File: config.mk
export PLATFORM = sky130hd
export DESIGN_NAME = sbus_suspend_ctrl
export DESIGN_NICKNAME = d
export VERILOG_FILES = /design/src/rtl/sbus_susp_pkg.sv /design/src/rtl/sbus_in_sync.sv /design/src/rtl/sbus_hold_track.sv /design/src/rtl/sbus_sleep_fsm.sv /design/src/rtl/sbus_suspend_ctrl.sv
export SDC_FILE = /design/constraint.sdc
export NUM_CORES = 1
export LEC_CHECK = 0
export BUFFER_PORTS_ARGS = -buffer_cell sky130_fd_sc_hd__buf_2
export CAP_MARGIN = 20
export CORE_MARGIN = 2
export CORE_UTILIZATION = 58
export CTS_CLUSTER_DIAMETER = 60
export CTS_CLUSTER_SIZE = 12
export DETAILED_ROUTE_END_ITERATION = 7
export PLACE_DENSITY_LB_ADDON = 0.1
export SETUP_SLACK_MARGIN = 0.05
export SYNTH_ARGS = -nofsm -noshare
export SYNTH_HDL_FRONTEND = slang
export SYNTH_SLANG_ARGS = --single-unit
File: constraint.sdc
create_clock -name clk -period 1.1 [get_ports clk]
set_input_delay 0.11 -clock clk [delete_from_list [all_inputs] [get_ports clk]]
set_output_delay 0.11 -clock clk [all_outputs]
set_load 0.03 [all_outputs]
File: src/rtl/sbus_susp_pkg.sv
package sbus_susp_pkg;
  typedef enum logic [1:0] {
    SL_AWAKE  = 2'd0,
    SL_ASLEEP = 2'd1,
    SL_WAKING = 2'd2
  } sleep_st_e;
endpackage

File: src/rtl/sbus_in_sync.sv
module sbus_in_sync #(
  parameter int unsigned WIDTH  = 1,
  parameter int unsigned STAGES = 2,
  parameter logic [WIDTH-1:0] RST_VAL = '0
) (
  input  logic             clk,
  input  logic             rst_n,
  input  logic [WIDTH-1:0] d,
  output logic [WIDTH-1:0] q
);
  logic [WIDTH-1:0] stg [STAGES];

  for (genvar gi = 0; gi < STAGES; gi++) begin : g_stage
    if (gi == 0) begin : g_first
      always_ff @(posedge clk or negedge rst_n) begin
        if (!rst_n) stg[gi] <= RST_VAL;
        else        stg[gi] <= d;
      end
    end else begin : g_rest
      always_ff @(posedge clk or negedge rst_n) begin
        if (!rst_n) stg[gi] <= RST_VAL;
        else        stg[gi] <= stg[gi-1];
      end
    end
  end

  assign q = stg[STAGES-1];
endmodule

File: src/rtl/sbus_hold_track.sv
module sbus_hold_track (
  input  logic clk,
  input  logic rst_n,
  input  logic sck_s,
  input  logic hold_n_s,
  output logic hold_active
);
  logic hold_nx;
  logic hold_q;
  logic upd_en;

  // Pause state may only move while the serial clock is low.
  always_comb begin
    upd_en  = !sck_s;
    hold_nx = hold_q;
    if (upd_en) hold_nx = !hold_n_s;
  end

  always_ff @(posedge clk or negedge rst_n) begin
    if (!rst_n) hold_q <= 1'b0;
    else        hold_q <= hold_nx;
  end

  assign hold_active = hold_q;
endmodule

File: src/rtl/sbus_sleep_fsm.sv
module sbus_sleep_fsm
  import sbus_susp_pkg::*;
#(
  parameter int unsigned RECOV_CYC = 50000
) (
  input  logic clk,
  input  logic rst_n,
  input  logic cs_s,
  input  logic sleep_cmd_done,
  input  logic hold_active,
  output logic asleep,
  output logic wake_busy,
  output logic stale_xfer,
  output logic awake
);
  localparam int unsigned CW = $clog2(RECOV_CYC + 1);
  localparam logic [CW-1:0] CNT_LOAD = CW'(RECOV_CYC - 1);

  sleep_st_e       st_q, st_nx;
  logic [CW-1:0]   cnt_q, cnt_nx;
  logic            pend_q, pend_nx;
  logic            stale_q, stale_nx;
  logic            cs_q;
  logic            cs_rise, cs_fall;

  assign cs_rise = cs_s & ~cs_q;
  assign cs_fall = ~cs_s & cs_q;

  always_comb begin
    st_nx    = st_q;
    cnt_nx   = cnt_q;
    pend_nx  = pend_q;
    stale_nx = stale_q;
    case (st_q)
      SL_AWAKE: begin
        if (sleep_cmd_done && !cs_s && !stale_q && !hold_active) pend_nx = 1'b1;
        if (cs_fall) pend_nx = 1'b0;
        if (cs_rise) begin
          pend_nx = 1'b0;
          if (pend_q && !hold_active) st_nx = SL_ASLEEP;
        end
      end
      SL_ASLEEP: begin
        if (cs_fall) begin
          st_nx  = SL_WAKING;
          cnt_nx = CNT_LOAD;
        end
      end
      SL_WAKING: begin
        if (cnt_q == '0) st_nx = SL_AWAKE;
        else             cnt_nx = cnt_q - 1'b1;
      end
      default: st_nx = SL_AWAKE;
    endcase
    if (cs_rise)                           stale_nx = 1'b0;
    else if (cs_fall && st_q != SL_AWAKE)  stale_nx = 1'b1;
  end

  always_ff @(posedge clk or negedge rst_n) begin
    if (!rst_n) begin
      st_q    <= SL_AWAKE;
      cnt_q   <= '0;
      pend_q  <= 1'b0;
      stale_q <= 1'b0;
      cs_q    <= 1'b1;
    end else begin
      st_q    <= st_nx;
      cnt_q   <= cnt_nx;
      pend_q  <= pend_nx;
      stale_q <= stale_nx;
      cs_q    <= cs_s;
    end
  end

  assign asleep     = (st_q == SL_ASLEEP);
  assign wake_busy  = (st_q == SL_WAKING);
  assign awake      = (st_q == SL_AWAKE);
  assign stale_xfer = stale_q;
endmodule

File: src/rtl/sbus_suspend_ctrl.sv
module sbus_suspend_ctrl #(
  parameter int unsigned SYNC_STAGES = 2,
  parameter int unsigned RECOV_CYC   = 50000
) (
  input  logic clk,
  input  logic rst_n,
  input  logic cs_n,
  input  logic sck,
  input  logic hold_n,
  input  logic sleep_cmd_done,
  output logic eng_run,
  output logic so_oe,
  output logic wake_busy,
  output logic asleep
);
  localparam int unsigned PIN_W = 3;
  localparam logic [PIN_W-1:0] PIN_IDLE = 3'b101; // cs_n high, sck low, hold_n high

  logic [1:0]       rst_sh;
  logic             rst_sync_n;
  logic [PIN_W-1:0] pins_s;
  logic             cs_s, sck_s, hold_n_s;
  logic             hold_active;
  logic             stale_xfer;
  logic             awake;

  always_ff @(posedge clk or negedge rst_n) begin
    if (!rst_n) rst_sh <= 2'b00;
    else        rst_sh <= {rst_sh[0], 1'b1};
  end
  assign rst_sync_n = rst_sh[1];

  sbus_in_sync #(
    .WIDTH   (PIN_W),
    .STAGES  (SYNC_STAGES),
    .RST_VAL (PIN_IDLE)
  ) u_sync (
    .clk   (clk),
    .rst_n (rst_sync_n),
    .d     ({cs_n, sck, hold_n}),
    .q     (pins_s)
  );

  assign cs_s     = pins_s[2];
  assign sck_s    = pins_s[1];
  assign hold_n_s = pins_s[0];

  sbus_hold_track u_hold (
    .clk         (clk),
    .rst_n       (rst_sync_n),
    .sck_s       (sck_s),
    .hold_n_s    (hold_n_s),
    .hold_active (hold_active)
  );

  sbus_sleep_fsm #(
    .RECOV_CYC (RECOV_CYC)
  ) u_sleep (
    .clk            (clk),
    .rst_n          (rst_sync_n),
    .cs_s           (cs_s),
    .sleep_cmd_done (sleep_cmd_done),
    .hold_active    (hold_active),
    .asleep         (asleep),
    .wake_busy      (wake_busy),
    .stale_xfer     (stale_xfer),
    .awake          (awake)
  );

  assign eng_run = awake & ~hold_active & ~stale_xfer;
  assign so_oe   = eng_run & ~cs_s;
endmodule

==> parameters.txt, run 1 <==
Parameter                              Value

Yosys
  Yosys synthesis warning count ... 0
  Post-synth ARST share ... 100.0%
  Compound-cell area share of the yosys netlist ... 10.35%
  Total of flip-flops plus latches after synthesis ... 30
  Number of enable-type register cells in the synthesized netlist ... 0
  Mean instance size in the synthesized netlist ... 10.85 sq um
  Number of instances in the synthesized netlist ... 136
  Multiplexer fraction of the synthesized cell area ... under 10%
  Area share of fa/ha/maj cells after synthesis ... 5.089%
  Flip-flop cell with the highest count after synthesis ... dfrtp_1
  Area of the mapped netlist ... between 0.001 and 0.0015 sq mm
  Syn_nets ... between 100 and 150
  Simple logic cell fraction of the synthesized area ... 22.90%
  Library cells used by synthesis ... 39
  Xor/xnor share of the synthesized area ... 5.344%
  Largest family of logic cells by synthesized area ... simple AND/OR/NAND/NOR gates
  Sequential area share after synthesis ... 51.31%

Die
  IO Pins ... 10
  Die height ... ~54 um
  Die X ... 54.43 um
  Core Rows ... 18
  Initial Util ... between 60 and 70%

Place
  Final RePlAce weighted congestion ... 0.9220
  Post-detail-place hpwl ... 2828 um
  Total placed instance area ... roughly 0.0020 sq mm
  Port bufs ... 9

CTS
  Clk sinks ... 30
  Max H-tree Level ... 2
  Number of buffers created by CTS ... 5
  Max clock buf depth ... 2
  Root Driver ... clkbuf_4

Outcome
  Outcome ... stopped before the end
  Last stage the flow got to ... global routing
  Log Error ... [ERROR DPL-0038] Utilization greater than 100%, impossible to legalize

STA
  Type of pin the worst path ends at ... sequential cell input
  Endpoint with the least setup slack after the last global-route repair ... u_sleep.cnt_q[3]$_DFFE_PN0P_/D

Global route
  Largest net degree at the start of global routing ... 15
stage by stage:
| stage | setup slack (ns) | hold WS, ns | cells | utilization [%] | TNS (ns) |
|---|---|---|---|---|---|
| floorplan | -1.234 | -0.1856 | 136 | - | -18.09 |
| global placement | -1.152 | -0.1057 | 226 | 82.82 | -19.58 |
| CTS | -1.228 | 0.06538 | 246 | 96.50 | -22.23 |
| detailed placement | -1.238 | -0.1029 | 226 | 82.82 | -21.50 |
kinds of logic after synthesis:
family,after synthesis
XOR/XNOR,9
multiplexers,3
flip-flops,30
AND/OR/NAND/NOR,56
buffers and inverters,9
other,1
adder cells (fa/ha/maj),6
AO/OA/AOI/OAI,22
synthesized netlist by cell type, types with 2 or more instances:
library cell / instances / area, sq um
nand2_1: 7 / 26.28
xnor2_1: 5 / 43.79
inv_1: 8 / 30.03
and3_1: 2 / 12.51
or4b_4: 2 / 27.53
a21o_1: 2 / 15.01
o211ai_1: 2 / 15.01
a21oi_1: 6 / 30.03
a2111oi_0: 2 / 17.52
nand3_1: 6 / 30.03
o21ai_0: 3 / 15.01
nand2b_1: 2 / 12.51
dfstp_2: 5 / 131.4
nor2_1: 13 / 48.80
nor3_1: 5 / 25.02
ha_1: 6 / 75.07
nor4_1: 3 / 18.77
xor2_1: 4 / 35.03
o31ai_1: 2 / 15.01
nor4b_1: 2 / 17.52
dfrtp_1: 25 / 625.6
nand4_1: 4 / 25.02
or4_1: 3 / 22.52
a31oi_1: 2 / 12.51
timing repair:
item / CTS
hold endpoints to repair: 5
buffers inserted: 8
endpoints found under the setup margin: 24
hold buffers: 4
gates resized for setup: 33
pin swaps: 11
==> run 2: changes to the inputs <==
--- a/config.mk
+++ b/config.mk
@@ -8,12 +8,9 @@
 export BUFFER_PORTS_ARGS = -buffer_cell sky130_fd_sc_hd__buf_2
 export CAP_MARGIN = 20
 export CORE_MARGIN = 2
-export CORE_UTILIZATION = 58
-export CTS_CLUSTER_DIAMETER = 60
-export CTS_CLUSTER_SIZE = 12
+export CORE_UTILIZATION = 40
 export DETAILED_ROUTE_END_ITERATION = 7
-export PLACE_DENSITY_LB_ADDON = 0.1
-export SETUP_SLACK_MARGIN = 0.05
+export PLACE_DENSITY_LB_ADDON = 0.15
 export SYNTH_ARGS = -nofsm -noshare
 export SYNTH_HDL_FRONTEND = slang
 export SYNTH_SLANG_ARGS = --single-unit
==> run 2 against run 1 <==
Against the previous run:
- the flow now finishes, with violations (negative setup slack)
- area after synthesis unchanged
- synthesized cell count unchanged
==> parameters.txt, run 2 <==
Parameter                              Value

Final layout
  Layout cell share with drive strength beyond 1 ... 55.91%
  Area added between synthesis and finish ... 70.48%
  Most frequent standard cell in the layout excluding fill and tap cells ... buf_4
  Layout Cells excl Fill ... 268
  Most frequent cells in the layout ... buf_4 (52), dfrtp_1 (25), buf_6 (15)
  Count of inserted antenna diode cells ... 0
  Number of flip-flops under the largest register name ... 16
  Final nets ... 231
  Largest register by flop count ... u_sleep.cnt_q

Worst setup path
  Slowest stage delay, CP ... 0.54 ns
  Most numerous cell on the critical path ... or4b_4
  Crit path max-delay family ... simple AND/OR/NAND/NOR gates
  Maximum fanout encountered on the critical timing path ... 4
  Required time at the worst-slack endpoint ... ~1.3 ns
  Total buffers and inverters traversed by the critical path ... 1
  Worst setup path category ... reg -> reg
  Kind of start point of the critical path ... flip-flop
  Cell-by-cell listing of the critical path ... inv_1 > ha_2 > or4b_4 > or4b_4 > o21ai_4 > nand3_1 > mux2_4
  Slowest cell on the critical path ... or4b_4
  Endpoint kind of the worst setup timing path ... flip-flop
  Arrival @ worst endpoint ... 2.47 ns

Yosys
  Proportion of netlist area held by the largest area contributor ... approximately 42%
  Yosys synthesis warning count ... 0
  Library cells used by synthesis ... 39
  Total of flip-flops plus latches after synthesis ... 30
  Flip-flop cell with the highest count after synthesis ... dfrtp_1
  Syn_nets ... 148
  Post-synth ARST share ... 100.0%
  Most common cell in the synthesized netlist ... dfrtp_1
  Largest area contributor in the netlist ... dfrtp_1
  Mean instance size in the synthesized netlist ... 10.85 sq um
  Number of instances in the synthesized netlist ... 136
  Number of enable-type register cells in the synthesized netlist ... 0
  Top cells by area, synth ... dfrtp_1 (42%), dfstp_2 (8.9%), ha_1 (5.1%), nor2_1 (3.3%), xnor2_1 (3.0%)
  Post-synth top cells ... dfrtp_1 (25), nor2_1 (13), inv_1 (8)
  Area of the mapped netlist ... 0.001475 sq mm
  Sequential area share after synthesis ... 51.31%

CTS
  Max clock buf depth ... 2
  Root Driver ... clkbuf_8
  Number of buffers created by CTS ... 5
  TritonCTS clock tree ... done
  Clock-pin slew of the registers on the worst-case setup and hold paths ... 0.06 ns
  Insertion delay of the later-clocked pin in the worst-skew pair ... 0.29 ns
  Clk sinks ... 30
  Max H-tree Level ... 2

STA
  Least setup slack across all paths after layout ... -1.193 ns
  Worst-case hold slack ... 0.1401 ns
  Worst Skew ... 0.01226 ns
  Time the final worst path needs with I/O delays and setup ... 2.293 ns
  Fmax achieved ... 436.1 MHz
  Final clock period utilization by the worst path ... 208.5%
  Endpoints failing setup ... 24
  Final slew viol count ... 0
  RSZ-0062 raised after global routing ... yes
  Final Hold Violating Endpoints ... 0

Global route
  Largest net degree at the start of global routing ... 29
  Total congestion overflow after global routing ... 0
  Via count of the first global-routing pass ... 1403
  First-pass GRT wire length ... approximately 6500 um
  Total Routing Usage GR ... 20.46%
  Number of antenna violations at the first check in global routing ... 0

Route
  Remaining number of nets flagged by the antenna check after routing ... 0
  Detailed router's first-iteration violation count ... 42
  Post-detailed-route DRC marker count ... 0
  Per-cell routed wire length ... 14.05 um
  Via count ... 1379
  First-pass iteration count of the detailed router ... 4
  Total Wirelength ... 3765 um
  Drt via density ... 5.146

Worst hold path
  Type of the tightest min-delay check ... in -> async

Outcome
  Outcome ... complete, but fails checks
  Failing checks ... negative setup slack

Power
  Proportion of total power due to net switching ... approximately 37%
  Power per cell area ... ~2200 mW/mm^2
  Share of power burned in combinational logic ... 56.5%
  Worst vdd ir ... 1390 uV
  Power share of the sequential group ... about 24%
  Switch Pwr ... roughly 2.0 mW
  Cell internal power dissipation ... 3.464 mW
  Leakage power ... 1.059 nW
  Clk pwr share ... 19.1%

Place
  Instance count after placement with tap cells included ... 240
  Port bufs ... 9
  Final RePlAce weighted congestion ... between 0.8 and 0.9
  Post-detail-place hpwl ... 2522 um

Die
  Die X ... roughly 65 um
  Total die area ... 0.004190 sq mm
  IO Pins ... 10
  Die height ... 64.73 um
  Core Rows ... 22
  Initial Util ... 40.91%
  Floorplan core area ... 0.003606 sq mm

Flow run
  Max-Cap Viols ... 0
==> run 2: cell counts after synthesis <==
Identical to the previous run, type by type.
==> run 2: worst paths after layout <==
path | start | to | slack, ns | cells after the start
setup / recovery | u_sleep.cnt_q[0]$_DFFE_PN0P_ | u_sleep.st_q[1]$_DFFE_PN0P_ | -1.19 | 7
hold / removal | rst_n | rst_sh[1]$_DFF_PN0_ | 0.14 | 2
setup reg to reg | u_sleep.cnt_q[0]$_DFFE_PN0P_ | u_sleep.st_q[1]$_DFFE_PN0P_ | -1.19 | 7
hold reg to reg | rst_sh[1]$_DFF_PN0_ | u_sleep.cnt_q[5]$_DFFE_PN0P_ | 0.20 | 1
max in group asynchronous | rst_sh[1]$_DFF_PN0_ | u_sync.stg[3]$_DFF_PN1_ | 0.66 | 1
min in group clk | u_sync.stg[3]$_DFF_PN1_ | u_sync.q[0]$_DFF_PN1_ | 0.35 | 0
==> run 2: metal layers <==
layer / wire length (um) / share of wire (%) / GRT usage, % / vias up
met4: 63 / 1.7 / 7.979 / 0
met3: 89 / 2.4 / 4.688 / 6
met5: 0 / 0 / 0 / -
met2: 1894 / 50 / 33.38 / 15
met1: 1718 / 46 / 26.32 / 700
li1: - / - / - / 658
==> run 2: cells by family after synthesis <==
logic type	after synthesis	share of synthesized area, %
adders and majority gates	6	5.089
DFF	30	51.31
buffers and inverters	9	2.290
AOI/OAI and AO/OA	22	10.35
muxes	3	2.459
other	1	0.2542
and+or+nand+nor	56	22.90
xor gates and xnor gates	9	5.343
==> run 2: what timing repair did <==
item,in CTS,in global routing
pin swaps,18,13
gates cloned,0,0
hold endpoints to repair,5,0
gates resized for setup,44,7
buffers inserted,14,2
endpoints found under the setup margin,24,24
hold buffers,4,0
==> run 2: per-stage QoR <==
stage                     instance area [sq um]  utilization, %  TNS (ns)  power, mW  worst slack (ns)
after floorplan                            1534               -    -18.14      2.519            -1.234
after global placement                     2007           55.66    -18.53      3.519            -1.130
after detailed placement                   2007           55.66    -19.44      3.568            -1.191
after CTS                                  2454           68.04    -20.93      5.385            -1.188
after global routing                       2515           69.74    -22.99      5.790            -1.248
final                                      2515           69.74    -21.50      5.458            -1.193
==> run 2: area by class of cell <==
class	count	area (sq um)
fill	268	1091
multi-input combinational	97	910.9
sequential	30	757.0
timing repair buffer	77	644.4
clock buffer	8	110.1
tap	48	60.06
inverter	8	32.53
==> run 2: power groups by stage <==
stage	Clock (mW)	Combinational, mW	Sequential (mW)
2_1_floorplan	0	1.13	1.38
6_report	1.04	3.08	1.33
3_5_place_dp	0	2.23	1.34
3_3_place_gp	0	2.19	1.33
4_1_cts	1.06	3.00	1.33
5_1_grt	1.13	3.32	1.34
(Power assumes the default switching activity.)
